File: src/rtl/bss_pkg.sv
package bss_pkg;

  typedef enum logic [1:0] {
    BUS_SPLIT_MIO = 2'd0,
    BUS_SPLIT_REQ = 2'd1,
    BUS_RW_STROBE = 2'd2,
    BUS_OFF       = 2'd3
  } bus_mode_e;

  typedef struct packed {
    logic mem_rd_n;
    logic mem_wr_n;
    logic io_rd_n;
    logic io_wr_n;
  } strobe_t;

  localparam strobe_t STROBE_IDLE = '{mem_rd_n: 1'b1, mem_wr_n: 1'b1,
                                      io_rd_n: 1'b1, io_wr_n: 1'b1};

endpackage

File: src/rtl/bss_strobe_gen.sv
module bss_strobe_gen
  import bss_pkg::*;
(
  input  logic      clk,
  input  logic      rst,
  input  bus_mode_e mode,
  input  logic      rd_n,
  input  logic      wr_n,
  input  logic      mio,
  input  logic      mreq_n,
  input  logic      iorq_n,
  input  logic      rw,
  input  logic      as_n,
  output strobe_t   st
);

  logic dir_clash;
  logic space_clash;

  assign dir_clash   = ~rd_n & ~wr_n;
  assign space_clash = ~mreq_n & ~iorq_n;

  always_comb begin
    st = STROBE_IDLE;
    unique case (mode)
      BUS_SPLIT_MIO: begin
        if (!dir_clash) begin
          st.mem_rd_n = rd_n | ~mio;
          st.mem_wr_n = wr_n | ~mio;
          st.io_rd_n  = rd_n | mio;
          st.io_wr_n  = wr_n | mio;
        end
      end
      BUS_SPLIT_REQ: begin
        if (!dir_clash && !space_clash) begin
          st.mem_rd_n = rd_n | mreq_n;
          st.mem_wr_n = wr_n | mreq_n;
          st.io_rd_n  = rd_n | iorq_n;
          st.io_wr_n  = wr_n | iorq_n;
        end
      end
      BUS_RW_STROBE: begin
        st.mem_rd_n = ~rw | as_n;
        st.mem_wr_n = rw | as_n;
      end
      default: st = STROBE_IDLE;
    endcase
  end

  AST_ONE_STROBE: assert property (@(posedge clk) disable iff (rst)
    $countones(~st) <= 1);
  AST_RW_NO_IO: assert property (@(posedge clk) disable iff (rst)
    (mode == BUS_RW_STROBE) |-> (st.io_rd_n && st.io_wr_n));
  AST_MIO_MEM_SIDE: assert property (@(posedge clk) disable iff (rst)
    (mode == BUS_SPLIT_MIO && mio) |-> (st.io_rd_n && st.io_wr_n));
  AST_OFF_IDLE: assert property (@(posedge clk) disable iff (rst)
    (mode == BUS_OFF) |-> (st == STROBE_IDLE));

endmodule

File: src/rtl/bss_addr_decode.sv
module bss_addr_decode #(
  parameter int                ADDR_W   = 16,
  parameter int                WIN_LOG2 = 3,
  parameter int                DEV_LOG2 = 1,
  parameter logic [ADDR_W-1:0] WIN_BASE = 16'h87F8,
  localparam int               NDEV     = 1 << DEV_LOG2
) (
  input  logic [ADDR_W-1:0] addr,
  output logic              win_hit,
  output logic [NDEV-1:0]   dev_sel_n
);

  logic [DEV_LOG2-1:0] region;

  assign win_hit = (addr[ADDR_W-1:WIN_LOG2] == WIN_BASE[ADDR_W-1:WIN_LOG2]);
  assign region  = addr[WIN_LOG2-1 -: DEV_LOG2];

  for (genvar g = 0; g < NDEV; g++) begin : g_region
    assign dev_sel_n[g] = ~(win_hit && (region == DEV_LOG2'(g)));
  end

endmodule

File: src/rtl/bss_ack_reg.sv
module bss_ack_reg
  import bss_pkg::*;
(
  input  logic      clk,
  input  logic      rst,
  input  bus_mode_e mode,
  input  logic      as_n,
  input  logic      rw,
  input  logic      any_sel,
  output logic      ack
);

  logic take_write;

  assign take_write = (mode == BUS_RW_STROBE) && !as_n && !rw && any_sel;

  always_ff @(posedge clk) begin
    if (rst) begin
      ack <= 1'b0;
    end else if (mode != BUS_RW_STROBE || as_n) begin
      ack <= 1'b0;
    end else if (take_write) begin
      ack <= 1'b1;
    end
  end

  AST_ACK_RISE: assert property (@(posedge clk) disable iff (rst)
    take_write |=> ack);
  AST_ACK_DROP: assert property (@(posedge clk) disable iff (rst)
    as_n |=> !ack);
  AST_ACK_CAUSE: assert property (@(posedge clk) disable iff (rst)
    $rose(ack) |-> $past(!rw && !as_n && any_sel));
  AST_ACK_RESET: assert property (@(posedge clk)
    rst |=> !ack);

endmodule

File: src/rtl/bus_strobe_select.sv
module bus_strobe_select
  import bss_pkg::*;
#(
  parameter int                ADDR_W   = 16,
  parameter int                WIN_LOG2 = 3,
  parameter int                DEV_LOG2 = 1,
  parameter logic [ADDR_W-1:0] WIN_BASE = 16'h87F8,
  localparam int               NDEV     = 1 << DEV_LOG2
) (
  input  logic              clk,
  input  logic              rst,
  input  logic [1:0]        mode_sel,
  input  logic [ADDR_W-1:0] addr,
  input  logic              rd_n,
  input  logic              wr_n,
  input  logic              mio,
  input  logic              mreq_n,
  input  logic              iorq_n,
  input  logic              rw,
  input  logic              as_n,
  output logic              mem_rd_n,
  output logic              mem_wr_n,
  output logic              io_rd_n,
  output logic              io_wr_n,
  output logic [NDEV-1:0]   cs_n,
  output logic              ack
);

  bus_mode_e       mode;
  strobe_t         st;
  logic            win_hit;
  logic [NDEV-1:0] dev_sel_n;
  logic            any_sel;

  assign mode    = bus_mode_e'(mode_sel);
  assign any_sel = ~&dev_sel_n;

  bss_strobe_gen u_strobe (
    .clk    (clk),
    .rst    (rst),
    .mode   (mode),
    .rd_n   (rd_n),
    .wr_n   (wr_n),
    .mio    (mio),
    .mreq_n (mreq_n),
    .iorq_n (iorq_n),
    .rw     (rw),
    .as_n   (as_n),
    .st     (st)
  );

  bss_addr_decode #(
    .ADDR_W   (ADDR_W),
    .WIN_LOG2 (WIN_LOG2),
    .DEV_LOG2 (DEV_LOG2),
    .WIN_BASE (WIN_BASE)
  ) u_decode (
    .addr      (addr),
    .win_hit   (win_hit),
    .dev_sel_n (dev_sel_n)
  );

  bss_ack_reg u_ack (
    .clk     (clk),
    .rst     (rst),
    .mode    (mode),
    .as_n    (as_n),
    .rw      (rw),
    .any_sel (any_sel),
    .ack     (ack)
  );

  assign mem_rd_n = st.mem_rd_n;
  assign mem_wr_n = st.mem_wr_n;
  assign io_rd_n  = st.io_rd_n;
  assign io_wr_n  = st.io_wr_n;

  for (genvar g = 0; g < NDEV; g++) begin : g_cs
    assign cs_n[g] = dev_sel_n[g] | st.io_rd_n;
  end

  AST_ONE_CS: assert property (@(posedge clk) disable iff (rst)
    $onehot0(~cs_n));
  AST_CS_NEEDS_IORD: assert property (@(posedge clk) disable iff (rst)
    (~&cs_n) |-> !io_rd_n);
  AST_CS_IN_WINDOW: assert property (@(posedge clk) disable iff (rst)
    (~&cs_n) |-> win_hit);

endmodule

File: config.mk
export PLATFORM = sky130hd
export DESIGN_NAME = bus_strobe_select
export DESIGN_NICKNAME = d
export VERILOG_FILES = /design/src/rtl/bss_pkg.sv /design/src/rtl/bss_strobe_gen.sv /design/src/rtl/bss_addr_decode.sv /design/src/rtl/bss_ack_reg.sv /design/src/rtl/bus_strobe_select.sv
export SDC_FILE = /design/constraint.sdc
export NUM_CORES = 1
export LEC_CHECK = 0
export BUFFER_PORTS_ARGS = -buffer_cell sky130_fd_sc_hd__buf_2
export CORE_AREA = 4 4 41 43
export CTS_CLUSTER_SIZE = 28
export DETAILED_ROUTE_END_ITERATION = 8
export DIE_AREA = 0 0 45 47
export PLACE_DENSITY = 0.62
export SLEW_MARGIN = 40
export SYNTH_ARGS = -nofsm -noshare
export SYNTH_HDL_FRONTEND = slang
export SYNTH_HIERARCHICAL = 1
export SYNTH_SLANG_ARGS = --single-unit
File: constraint.sdc
create_clock -name clk -period 1.31 [get_ports clk]
set_input_delay 0.131 -clock clk [delete_from_list [all_inputs] [get_ports clk]]
set_output_delay 0.131 -clock clk [all_outputs]
set_load 0.02 [all_outputs]
-- Yosys cells after proc, flatten, opt, wreduce, memory -nomap -nowiden
Index checks and enable logic that the tools add are counted.
- equal/unequal tests: 4
- reductions and logical operators: 15
- shift operators: 0
- bitwise logic cells: 23
- div/mod/pow operators: 0
- $mul: 0
- $lt $le $gt $ge: 0
- add/sub/neg operators: 0
- mux-type cells: 4
- operator list (kind ; number):
    $eq A13 B13 Y1 const B ; 1
    $or A1 B1 Y1 ; 12
    $not A1 Y1 ; 9
    $mux W4 ; 2
    $logic_and A1 B1 Y1 ; 6
    $pmux W2 S3 ; 1
    $logic_not A1 Y1 ; 5
    $pmux W2 S2 ; 1
    $and A1 B1 Y1 ; 2
    $eq A2 B1 Y1 const B ; 1
    $eq A2 B2 Y1 const B ; 1
    $logic_not A2 Y1 ; 1
    $ne A2 B2 Y1 const B ; 1
    $reduce_and A2 Y1 ; 1
    $reduce_or A2 Y1 ; 1
    $logic_or A1 B1 Y1 ; 1
- output and inout port bits: 7
- input port bits: 27
- memories kept: 0
- bits in writable memories: 0
- bits in registers: 1
- word-level logic and storage cells: 47
- latch bits: 0
- ROM bits: 0

-- Depth between registers and ports, before layout
Gate-level depths: netlist of the first run.
- depth in word-level cells: 7
- depth in mapped cells: 5

-- Hierarchy
The synthesis of the first run kept the hierarchy.
- modules (own cells, without submodules) (module ; area each (um2) ; cells an instance ; sequential area each (um2) ; times used):
    bss_strobe_gen ; 88.8 ; 14 ; 0.0 ; 1
    bss_addr_decode ; 66.3 ; 9 ; 0.0 ; 1
    bss_ack_reg ; 48.8 ; 4 ; 20.0 ; 1
    bus_strobe_select ; 16.3 ; 3 ; 0.0 ; 1

-- Least setup slack after synthesis of the first run
No wires, ideal clock.
- path kind: input port to output port
- start: input mode_sel[0]
- end: output cs_n[0]
- buffers on the path: 0
- stages on the path: 4
- data required time: 1179 ps
- path slack: 100 ps
- arrival: 1079 ps
- path through: or2_1 > a21oi_1 > nand3b_1 > or2_1
- cells in the longest elaborated chain, start to end: 3
- elaborated cells between the ends (all ways): 4
- classes of those cells: eq/ne (1); mux (1); bitwise (1); reduce/logical (1)
- RTL lines (what ; RTL line ; text):
    start: declaration ; bus_strobe_select.sv:12 ; input logic [1:0] mode_sel,
    $eq A2 B1 Y1 / $logic_not A2 Y1 (equally long branches) ; bss_strobe_gen.sv:25 ; unique case (mode)
    $pmux W2 S2 * ; bss_strobe_gen.sv:25 ;
    net io_rd_n ; bus_strobe_select.sv:23 ; output logic io_rd_n,
    $or A1 B1 Y1 * ; bus_strobe_select.sv:79 ; assign cs_n[g] = dev_sel_n[g] | st.io_rd_n;
    end: declaration ; bus_strobe_select.sv:25 ; output logic [NDEV-1:0] cs_n,
The timed path passes the listed nets; every way through them passes the cells marked *.

-- Worst setup path after layout of the first run
- start: input mio
- end: output cs_n[0]
- cells in the longest elaborated chain, start to end: 4
- RTL lines (what ; RTL line ; text):
    start: declaration ; bus_strobe_select.sv:16 ; input logic mio,
    $or A1 B1 Y1 ; bss_strobe_gen.sv:30 ; st.io_rd_n = rd_n | mio;
    $mux W4 ; bss_strobe_gen.sv:27 ; if (!dir_clash) begin
    $pmux W2 S2 ; bss_strobe_gen.sv:25 ;
    $or A1 B1 Y1 ; bus_strobe_select.sv:79 ;
Every way passes these cells.

==> results of run 1 <==
[routing by layer]
layer,track usage (%),up-vias,share of wire (%)
met3,1.149,0,18
met2,13.28,25,48
met4,0,0,0
li1,-,177,-
met5,0,-,0
met1,8.352,150,34
[critical path: cells and delay by family]
| family | cells | cell delay [ns] |
|---|---|---|
| AO/OA/AOI/OAI | 1 | 0.16 |
| buffers and inverters | 2 | 0.22 |
| AND/OR/NAND/NOR | 3 | 0.62 |
[cell type report]
| cell class | instances | area (µm²) | share of cell area [%] |
|---|---|---|---|
| Inverter | 1 | 3.754 | 0.8982 |
| Multi-Input combinational cell | 26 | 186.4 | 44.61 |
| Sequential cell | 1 | 20.02 | 4.790 |
| Tap cell | 15 | 18.77 | 4.491 |
| Timing Repair Buffer | 33 | 188.9 | 45.21 |
[placed cells by master, fill, tap and decap left out]
| cell type | instances |
|---|---|
| buf_2 | 28 |
| nand2_1 | 3 |
| or2_1 | 3 |
| buf_6 | 3 |
| buf_4 | 2 |
| nor2b_1 | 2 |
| nand4_1 | 2 |
| nand3b_1 | 2 |
| nand3_1 | 2 |
| nor4b_2 | 1 |
| o21a_1 | 1 |
| dfxtp_1 | 1 |
| and2_0 | 1 |
| and4_1 | 1 |
| and4b_1 | 1 |
| nor4_1 | 1 |
| nor4b_1 | 1 |
| mux2i_1 | 1 |
| inv_1 | 1 |
| nor2_1 | 1 |
| o32a_1 | 1 |
| a21oi_2 | 1 |
| o41a_1 | 1 |
[power groups by stage]
| stage | sequential [µW] | combinational [µW] | clock [µW] |
|---|---|---|---|
| after floorplan | 31.1 | 27.1 | 0 |
| after global placement | 31.1 | 76.5 | 0 |
| after detailed placement | 31.1 | 77.8 | 0 |
| after CTS | 31.1 | 78.3 | 0 |
| after global routing | 31.1 | 96.0 | 0 |
| final | 31.1 | 85.0 | 0 |
[worst max path at each step]
stage	slack [ns]	to	start	depth (start not counted)
after global placement	0.02	cs_n[0]	mode_sel[0]	6
after floorplan	0.10	cs_n[0]	mode_sel[0]	4
after global routing	-0.04	cs_n[0]	mio	6
final	0.04	cs_n[0]	mio	6
after CTS	0.007	cs_n[0]	mode_sel[0]	6
after detailed placement	0.02	cs_n[0]	mode_sel[0]	6
[per-stage QoR]
step	hold slack [ns]	instances	worst slack [ns]	util, %	power (µW)
2_1_floorplan	0.2857	28	0.1003	-	58.23
3_3_place_gp	0.4025	75	0.02400	29.81	107.6
3_5_place_dp	0.4007	75	0.02322	29.81	108.9
4_1_cts	0.4028	75	0.007309	29.81	109.3
5_1_grt	0.4196	76	-0.03782	32.12	127.1
6_report	0.3971	76	0.04300	32.12	116.1
[what timing repair did]
action,CTS,global route
buffers inserted,0,1
gates resized for setup,0,5
endpoints found under the setup margin,0,2
==> impl_metrics.json, run 1 <==
{
  "max_flop_register": "u_ack/ack",
  "rsz0062_at_grt": "true",
  "p_sw_share_pct": 31.01,
  "syn2layout_area_growth_pct": 102.4,
  "relSlewSlack_pct": 78.88,
  "grt_pass1_wl_um": 1166,
  "placed_area_um2": 387.9,
  "path_class": "in2out",
  "p_per_area_nw_per_um2": 277.8,
  "synth_nets": 55,
  "overflow": 0,
  "clk_latency_ns": 0,
  "final_layout_size_suffix_gt1_share_pct": 57.38,
  "tightest_slew_ns": 0.3125,
  "hp-class": "in2reg",
  "fmax_mhz": 789.3,
  "synth_area_um2": 206.4,
  "clockPowerShare_pct": 0,
  "start_util_pct": 15.87,
  "drt-pass1-iter-count": 2,
  "ctsHoldBuffers": 0,
  "largest_reg_flops": 1,
  "io_pins": 34,
  "synth_area_per_cell_um2": 7.373,
  "status": "finished, final reports clean",
  "vias": 352,
  "timing.rr.end": "u_ack/ack$_SDFFE_PP0P_",
  "fin_crit_ns": 1.267,
  "worst-path-max-fanout": 3,
  "place_congestion": 0.7060,
  "hold_violations": 0,
  "die-area_um2": 2115,
  "drtIter0Drc": 2,
  "period_share_pct": 96.72,
  "wl_per_cell_um": 10.22,
  "grt_pass1_vias": 323,
  "setup-violations-final": 0,
  "p_comb_share_pct": 73.2,
  "nets": 90,
  "ff2ff_path_depth": 1,
  "grtUsageTotal_pct": 6.856,
  "sequentialPowerShare_pct": 26.8,
  "worstReg2RegStart": "u_ack/ack$_SDFFE_PP0P_",
  "finalMaxSlewViolations": 0,
  "crit_arrival_ns": 1.14,
  "grt_antenna_before_repair": 0,
  "drcViolationCount": 0,
  "io_buffer_count": 31,
  "max_stage_delay_ns": 0.26,
  "rows": 13,
  "p_leak_uw": 0.0001966,
  "internal-power_uw": 80.10,
  "final_cell_area_um2": 417.9,
  "die_x_um": 45,
  "drt_wl_total_um": 777,
  "cp_cell_sequence": "buf_6, or2_1, a21oi_2, nand3b_1, or2_1, buf_6",
  "fin_worst_skew_ns": 0,
  "rrSetupSlack_ns": 0.74,
  "die_h_um": 47,
  "finalSetupTns_ns": 0,
  "dpl.hpwl_um": 691.2,
  "diodes": 0,
  "irDropWorstVdd_mv": 0.1217,
  "antenna_left": 0,
  "setup.worst_path.start_class": "input pin",
  "hold_start": "rst",
  "grt_max_degree": 7,
  "p_switching_uw": 36.01,
  "hold_path_depth": 3,
  "vias_per_cell": 4.632,
  "worst_ep_required_time_ns": 1.18,
  "fillers": 152,
  "clkTransAtPathRegs_ns": 0,
  "yosysWarnings": 6,
  "reg_top3": "u_ack/ack: 1 flops",
  "cp-end-kind": "primary output",
  "slowest_stage": "or2_1",
  "coreArea_um2": 1301,
  "synth_cells": 28,
  "holdPathEnd": "u_ack/ack$_SDFFE_PP0P_",
  "cap_violations": 0
}
Note: power is estimated with default switching activity, not from simulation.
==> run 2, diff against run 1 <==
- PLACE_DENSITY: 0.62 -> not set
- clock period: 1.31 -> 1.05 ns (I/O delays scaled with it)
==> run 2 against run 1 <==
The flow now finishes with violations (negative setup slack). Critical path depth is the same. Via count down 5.4%. Global-route usage fell by 0.55 points. First-iteration DRC count is 50% lower. Hold slack lost 0.022 ns. Wire length is 2.2% lower. Setup slack worse by 0.18 ns. Sequential share of layout area down 0.63 points. Die area unchanged. Clock skew unchanged. Critical path type unchanged. Largest cell class unchanged.
==> impl_metrics.json, run 2 (synthesis gave the netlist of run 1 again) <==
{
  "hp-class": "in2reg",
  "grt_max_degree": 5,
  "vias_per_cell": 4.325,
  "period_share_pct": 112.6,
  "p_switching_uw": 49.46,
  "final_layout_size_suffix_gt1_share_pct": 66.13,
  "die_x_um": 45,
  "grt_antenna_before_repair": 0,
  "drt_wl_total_um": 760,
  "grt_pass1_wl_um": 1055,
  "hold_path_depth": 3,
  "layout_commonest_cell": "buf_2",
  "syn2layout_area_growth_pct": 133.3,
  "final_cell_mix": "23 x buf_2, 8 x buf_6, 3 x nand2_1, 3 x buf_4",
  "p_comb_share_pct": 76.0,
  "violations": "negative setup slack",
  "fmax_mhz": 846.0,
  "cp-end-kind": "primary output",
  "crit_arrival_ns": 1.08,
  "fillers": 138,
  "p_leak_uw": 0.0002194,
  "grt_pass1_vias": 293,
  "max_stage_delay_ns": 0.25,
  "overflow": 0,
  "hold_violations": 0,
  "io_buffer_count": 31,
  "p_sw_share_pct": 30.57,
  "status": "finished with violations",
  "finalMaxSlewViolations": 0,
  "fin_crit_ns": 1.182,
  "setup-violations-final": 2,
  "wl_per_cell_um": 9.870,
  "p_per_area_nw_per_um2": 335.9,
  "nets": 91,
  "sequentialPowerShare_pct": 24.0,
  "drt-pass1-iter-count": 3,
  "max_flop_register": "u_ack/ack",
  "ff2ff_path_depth": 1,
  "path_class": "in2out",
  "irDropWorstVdd_mv": 0.2019,
  "reg_top3": "u_ack/ack: 1 flops",
  "worstReg2RegStart": "u_ack/ack$_SDFFE_PP0P_",
  "holdPathEnd": "u_ack/ack$_SDFFE_PP0P_",
  "pre_cts_ws_ns": -0.2146,
  "internal-power_uw": 112.4,
  "cp_cell_sequence": "buf_6, or2_1, a21oi_2, nand3b_1, or2_4, buf_6",
  "fin_worst_skew_ns": 0,
  "drtIter0Drc": 1,
  "vias": 333,
  "rows": 13,
  "diodes": 0,
  "antenna_left": 0,
  "hold_slack_ns": 0.3752,
  "hold_start": "rst",
  "die-area_um2": 2115,
  "setup.worst_path.start_class": "input pin",
  "coreArea_um2": 1301,
  "cp_common_cell": "buf_6",
  "start_util_pct": 15.87,
  "clkTransAtPathRegs_ns": 0,
  "io_pins": 34,
  "clockPowerShare_pct": 0,
  "clk_latency_ns": 0,
  "dpl.hpwl_um": 693.3,
  "tightest_slew_ns": 0.2031,
  "place_congestion": 0.6346,
  "die_h_um": 47,
  "cap_violations": 0,
  "ctsHoldBuffers": 0,
  "grtUsageTotal_pct": 6.304,
  "setup_slack_ns": -0.1321,
  "rrSetupSlack_ns": 0.49,
  "worst-path-max-fanout": 3,
  "rsz0062_at_grt": "true",
  "drcViolationCount": 0,
  "slowest_stage": "or2_4",
  "largest_reg_flops": 1,
  "relSlewSlack_pct": 86.07,
  "timing.rr.end": "u_ack/ack$_SDFFE_PP0P_",
  "post_cts_buffers": 0,
  "worst_ep_required_time_ns": 0.94
}
-- run 2: changes by cell type in the layout (fill, tap and decap cells not counted), sizes merged --
cell	before	now
buf	33	34
-- run 2: routing by layer --
metal  part of all wire [%]  GRT usage [%]  wire [µm]
met3                     18         0.3831        134
met4                      0              0          0
met1                     39          9.255        300
met5                      0              0          0
met2                     43          10.73        325
-- run 2: worst max path at each step --
stage | from | end | slack, ns
3_5_place_dp | mode_sel[0] | cs_n[0] | -0.21
5_1_grt | mio | cs_n[1] | -0.20
4_1_cts | mio | cs_n[0] | -0.17
3_3_place_gp | mode_sel[0] | cs_n[0] | -0.19
2_1_floorplan | mode_sel[0] | cs_n[0] | -0.1
6_report | mio | cs_n[0] | -0.13
-- run 2: power by group through the flow --
stage                     logic (µW)  clock network, µW  registers, µW
final                            123                  0           38.8
after global routing             135                  0           38.8
after CTS                        114                  0           38.8
after detailed placement         103                  0           38.8
after global placement           102                  0           38.8
after floorplan                 34.0                  0           38.8
-- run 2: timing repair --
action / 4_1_cts / 5_1_grt
gates resized for setup: 10 / 6
pin swaps: 5 / 11
endpoints found under the setup margin: 6 / 5
-- run 2: layout make-up --
type                            count  area, µm²  area share [%]
Timing Repair Buffer               34      227.7           47.27
Multi-Input combinational cell     26      211.5           43.90
Sequential cell                     1      20.02           4.156
Tap cell                           15      18.77           3.896
Inverter                            1      3.754          0.7792
-- run 2: critical path: cells and delay by family --
kind / cells / cell delay [ns]
buffers and inverters: 2 / 0.22
AND/OR/NAND/NOR: 3 / 0.60
AO/OA/AOI/OAI: 1 / 0.14
-- run 2: metrics by stage --
step	total power [µW]	cell area, µm²	setup TNS [ns]	util, %	std cells
finish	161.8	481.7	-0.2613	37.02	77
global route	173.4	481.7	-0.4373	37.02	77
global placement	141.1	407.9	-0.3928	31.35	77
floorplan	72.82	211.5	-0.1907	-	28
detailed placement	142.1	407.9	-0.4840	31.35	77
CTS	153.3	449.2	-0.3388	34.52	77
==> run 3, diff against run 2 <==
- ABC_AREA: not set -> 1
- SKIP_LAST_GASP: not set -> 1
==> run 3 against run 2 <==
The flow now finishes without violations. Die area unchanged. Combinational power increased by 13%. Global-route usage rose by 2.1 points. First-iteration DRC count rose to 5.0 times the previous value. Synthesized cell count is 110% higher. Critical path depth grew 3. Largest cell class is now multi-input combinational cells.
==> impl_metrics.json, run 3 <==
{
  "status": "finished, final reports clean",
  "layout_commonest_cell": "buf_2",
  "cp-end-kind": "primary output",
  "fin_crit_ns": 0.9688,
  "io_pins": 34,
  "p_per_area_nw_per_um2": 364.8,
  "io_buffer_count": 31,
  "drt-pass1-iter-count": 4,
  "relSlewSlack_pct": 90.15,
  "ctsHoldBuffers": 0,
  "clk_latency_ns": 0,
  "grt_antenna_before_repair": 0,
  "rows": 13,
  "p_sw_share_pct": 39.97,
  "synth_area_um2": 269.0,
  "ff2ff_path_depth": 2,
  "p_switching_uw": 71.15,
  "setup.worst_path.start_class": "input pin",
  "drcViolationCount": 0,
  "p_comb_share_pct": 78.2,
  "path_class": "in2out",
  "pre_cts_ws_ns": 0.06757,
  "synth_cells": 59,
  "setup-violations-final": 0,
  "fin_worst_skew_ns": 0,
  "coreArea_um2": 1301,
  "hold_violations": 0,
  "yosysWarnings": 6,
  "place_congestion": 0.8100,
  "crit_arrival_ns": 0.86,
  "setup_slack_ns": 0.08118,
  "grt_max_degree": 6,
  "drt_wl_total_um": 849,
  "overflow": 0,
  "worst_ep_required_time_ns": 0.94,
  "synth_area_per_cell_um2": 4.559,
  "internal-power_uw": 106.9,
  "nets": 122,
  "clkTransAtPathRegs_ns": 0,
  "final_layout_size_suffix_gt1_share_pct": 46.24,
  "synth_nets": 86,
  "grt_pass1_vias": 359,
  "dpl.hpwl_um": 791.3,
  "hold_path_depth": 4,
  "largest_reg_flops": 1,
  "antenna_left": 0,
  "startpoint": "mode_sel[0]",
  "fmax_mhz": 1032,
  "irDropWorstVdd_mv": 0.2221,
  "reg_top3": "u_ack/ack: 1 flops",
  "worstReg2RegStart": "u_ack/ack$_SDFFE_PP0P_",
  "grtUsageTotal_pct": 8.432,
  "die_x_um": 45,
  "final_cell_mix": "29 x buf_2, 21 x nand2_1, 12 x inv_1",
  "diodes": 0,
  "die-area_um2": 2115,
  "timing.rr.end": "u_ack/ack$_SDFFE_PP0P_",
  "crit_path_end": "cs_n[1]",
  "hp-class": "in2reg",
  "wl_per_cell_um": 7.861,
  "period_share_pct": 92.27,
  "place_inst": 107,
  "p_leak_uw": 0.0003111,
  "final-instance-count-excl-fill": 108,
  "die_h_um": 47,
  "vias": 428,
  "worst-path-max-fanout": 3,
  "rrSetupSlack_ns": 0.49,
  "hold_slack_ns": 0.3651,
  "start_util_pct": 20.67,
  "grt_pass1_wl_um": 1414,
  "cap_violations": 0,
  "max_flop_register": "u_ack/ack",
  "finalMaxSlewViolations": 0,
  "finalSetupTns_ns": 0,
  "drtIter0Drc": 5,
  "tightest_slew_ns": 0.1473,
  "rsz0062_at_grt": "false",
  "sequentialPowerShare_pct": 21.8,
  "syn2layout_area_growth_pct": 81.40,
  "clockPowerShare_pct": 0,
  "vias_per_cell": 3.963
}
## run 3: routing by layer
layer	vias up	GRT usage, %	wire length, µm
met5	-	0	0
met4	0	0	0
met3	0	0	65
met2	13	16.38	408
met1	172	11.06	375
li1	243	-	-
## run 3: how the worst min path moves through the flow
| stage | from | to |
|---|---|---|
| final | rst | u_ack/ack$_SDFFE_PP0P_ |
| after detailed placement | rst | u_ack/ack$_SDFFE_PP0P_ |
| after global placement | rst | u_ack/ack$_SDFFE_PP0P_ |
| after CTS | rst | u_ack/ack$_SDFFE_PP0P_ |
| after floorplan | mode_sel[0] | u_ack/ack$_SDFFE_PP0P_ |
| after global routing | rst | u_ack/ack$_SDFFE_PP0P_ |
## run 3: stage by stage
stage | instance area [µm²] | util [%] | total power (µW)
after floorplan | 269.0 | - | 95.53
final | 488.0 | 37.50 | 178.0
after global placement | 457.9 | 35.19 | 166.0
after global routing | 488.0 | 37.50 | 196.6
after CTS | 457.9 | 35.19 | 168.6
after detailed placement | 457.9 | 35.19 | 168.2
## run 3: what timing repair did
item                       CTS  global route
gates resized for setup      0             6
setup endpoints to repair    0             2
buffers inserted             0             1
## run 3: critical path, cell delays in order
cell	delay, ns
buf_4	0.11
inv_2	0.06
nor2_4	0.11
nand3_2	0.06
nand2_1	0.08
nand2_1	0.07
inv_1	0.07
nand2_1	0.05
buf_4	0.15
## run 3: final cells by class
| type | instances | area (µm²) |
|---|---|---|
| sequential | 1 | 20.02 |
| tap | 15 | 18.77 |
| multi-input combinational | 44 | 214.0 |
| fill | 154 | 813.3 |
| inverter | 14 | 52.55 |
| timing repair buffer | 34 | 182.7 |
## run 3: power groups by stage
| stage | combinational [µW] | sequential [µW] | clock [µW] |
|---|---|---|---|
| global placement | 127 | 38.8 | 0 |
| global route | 158 | 38.8 | 0 |
| floorplan | 56.8 | 38.8 | 0 |
| finish | 139 | 38.8 | 0 |
| CTS | 130 | 38.8 | 0 |
| detailed placement | 129 | 38.8 | 0 |
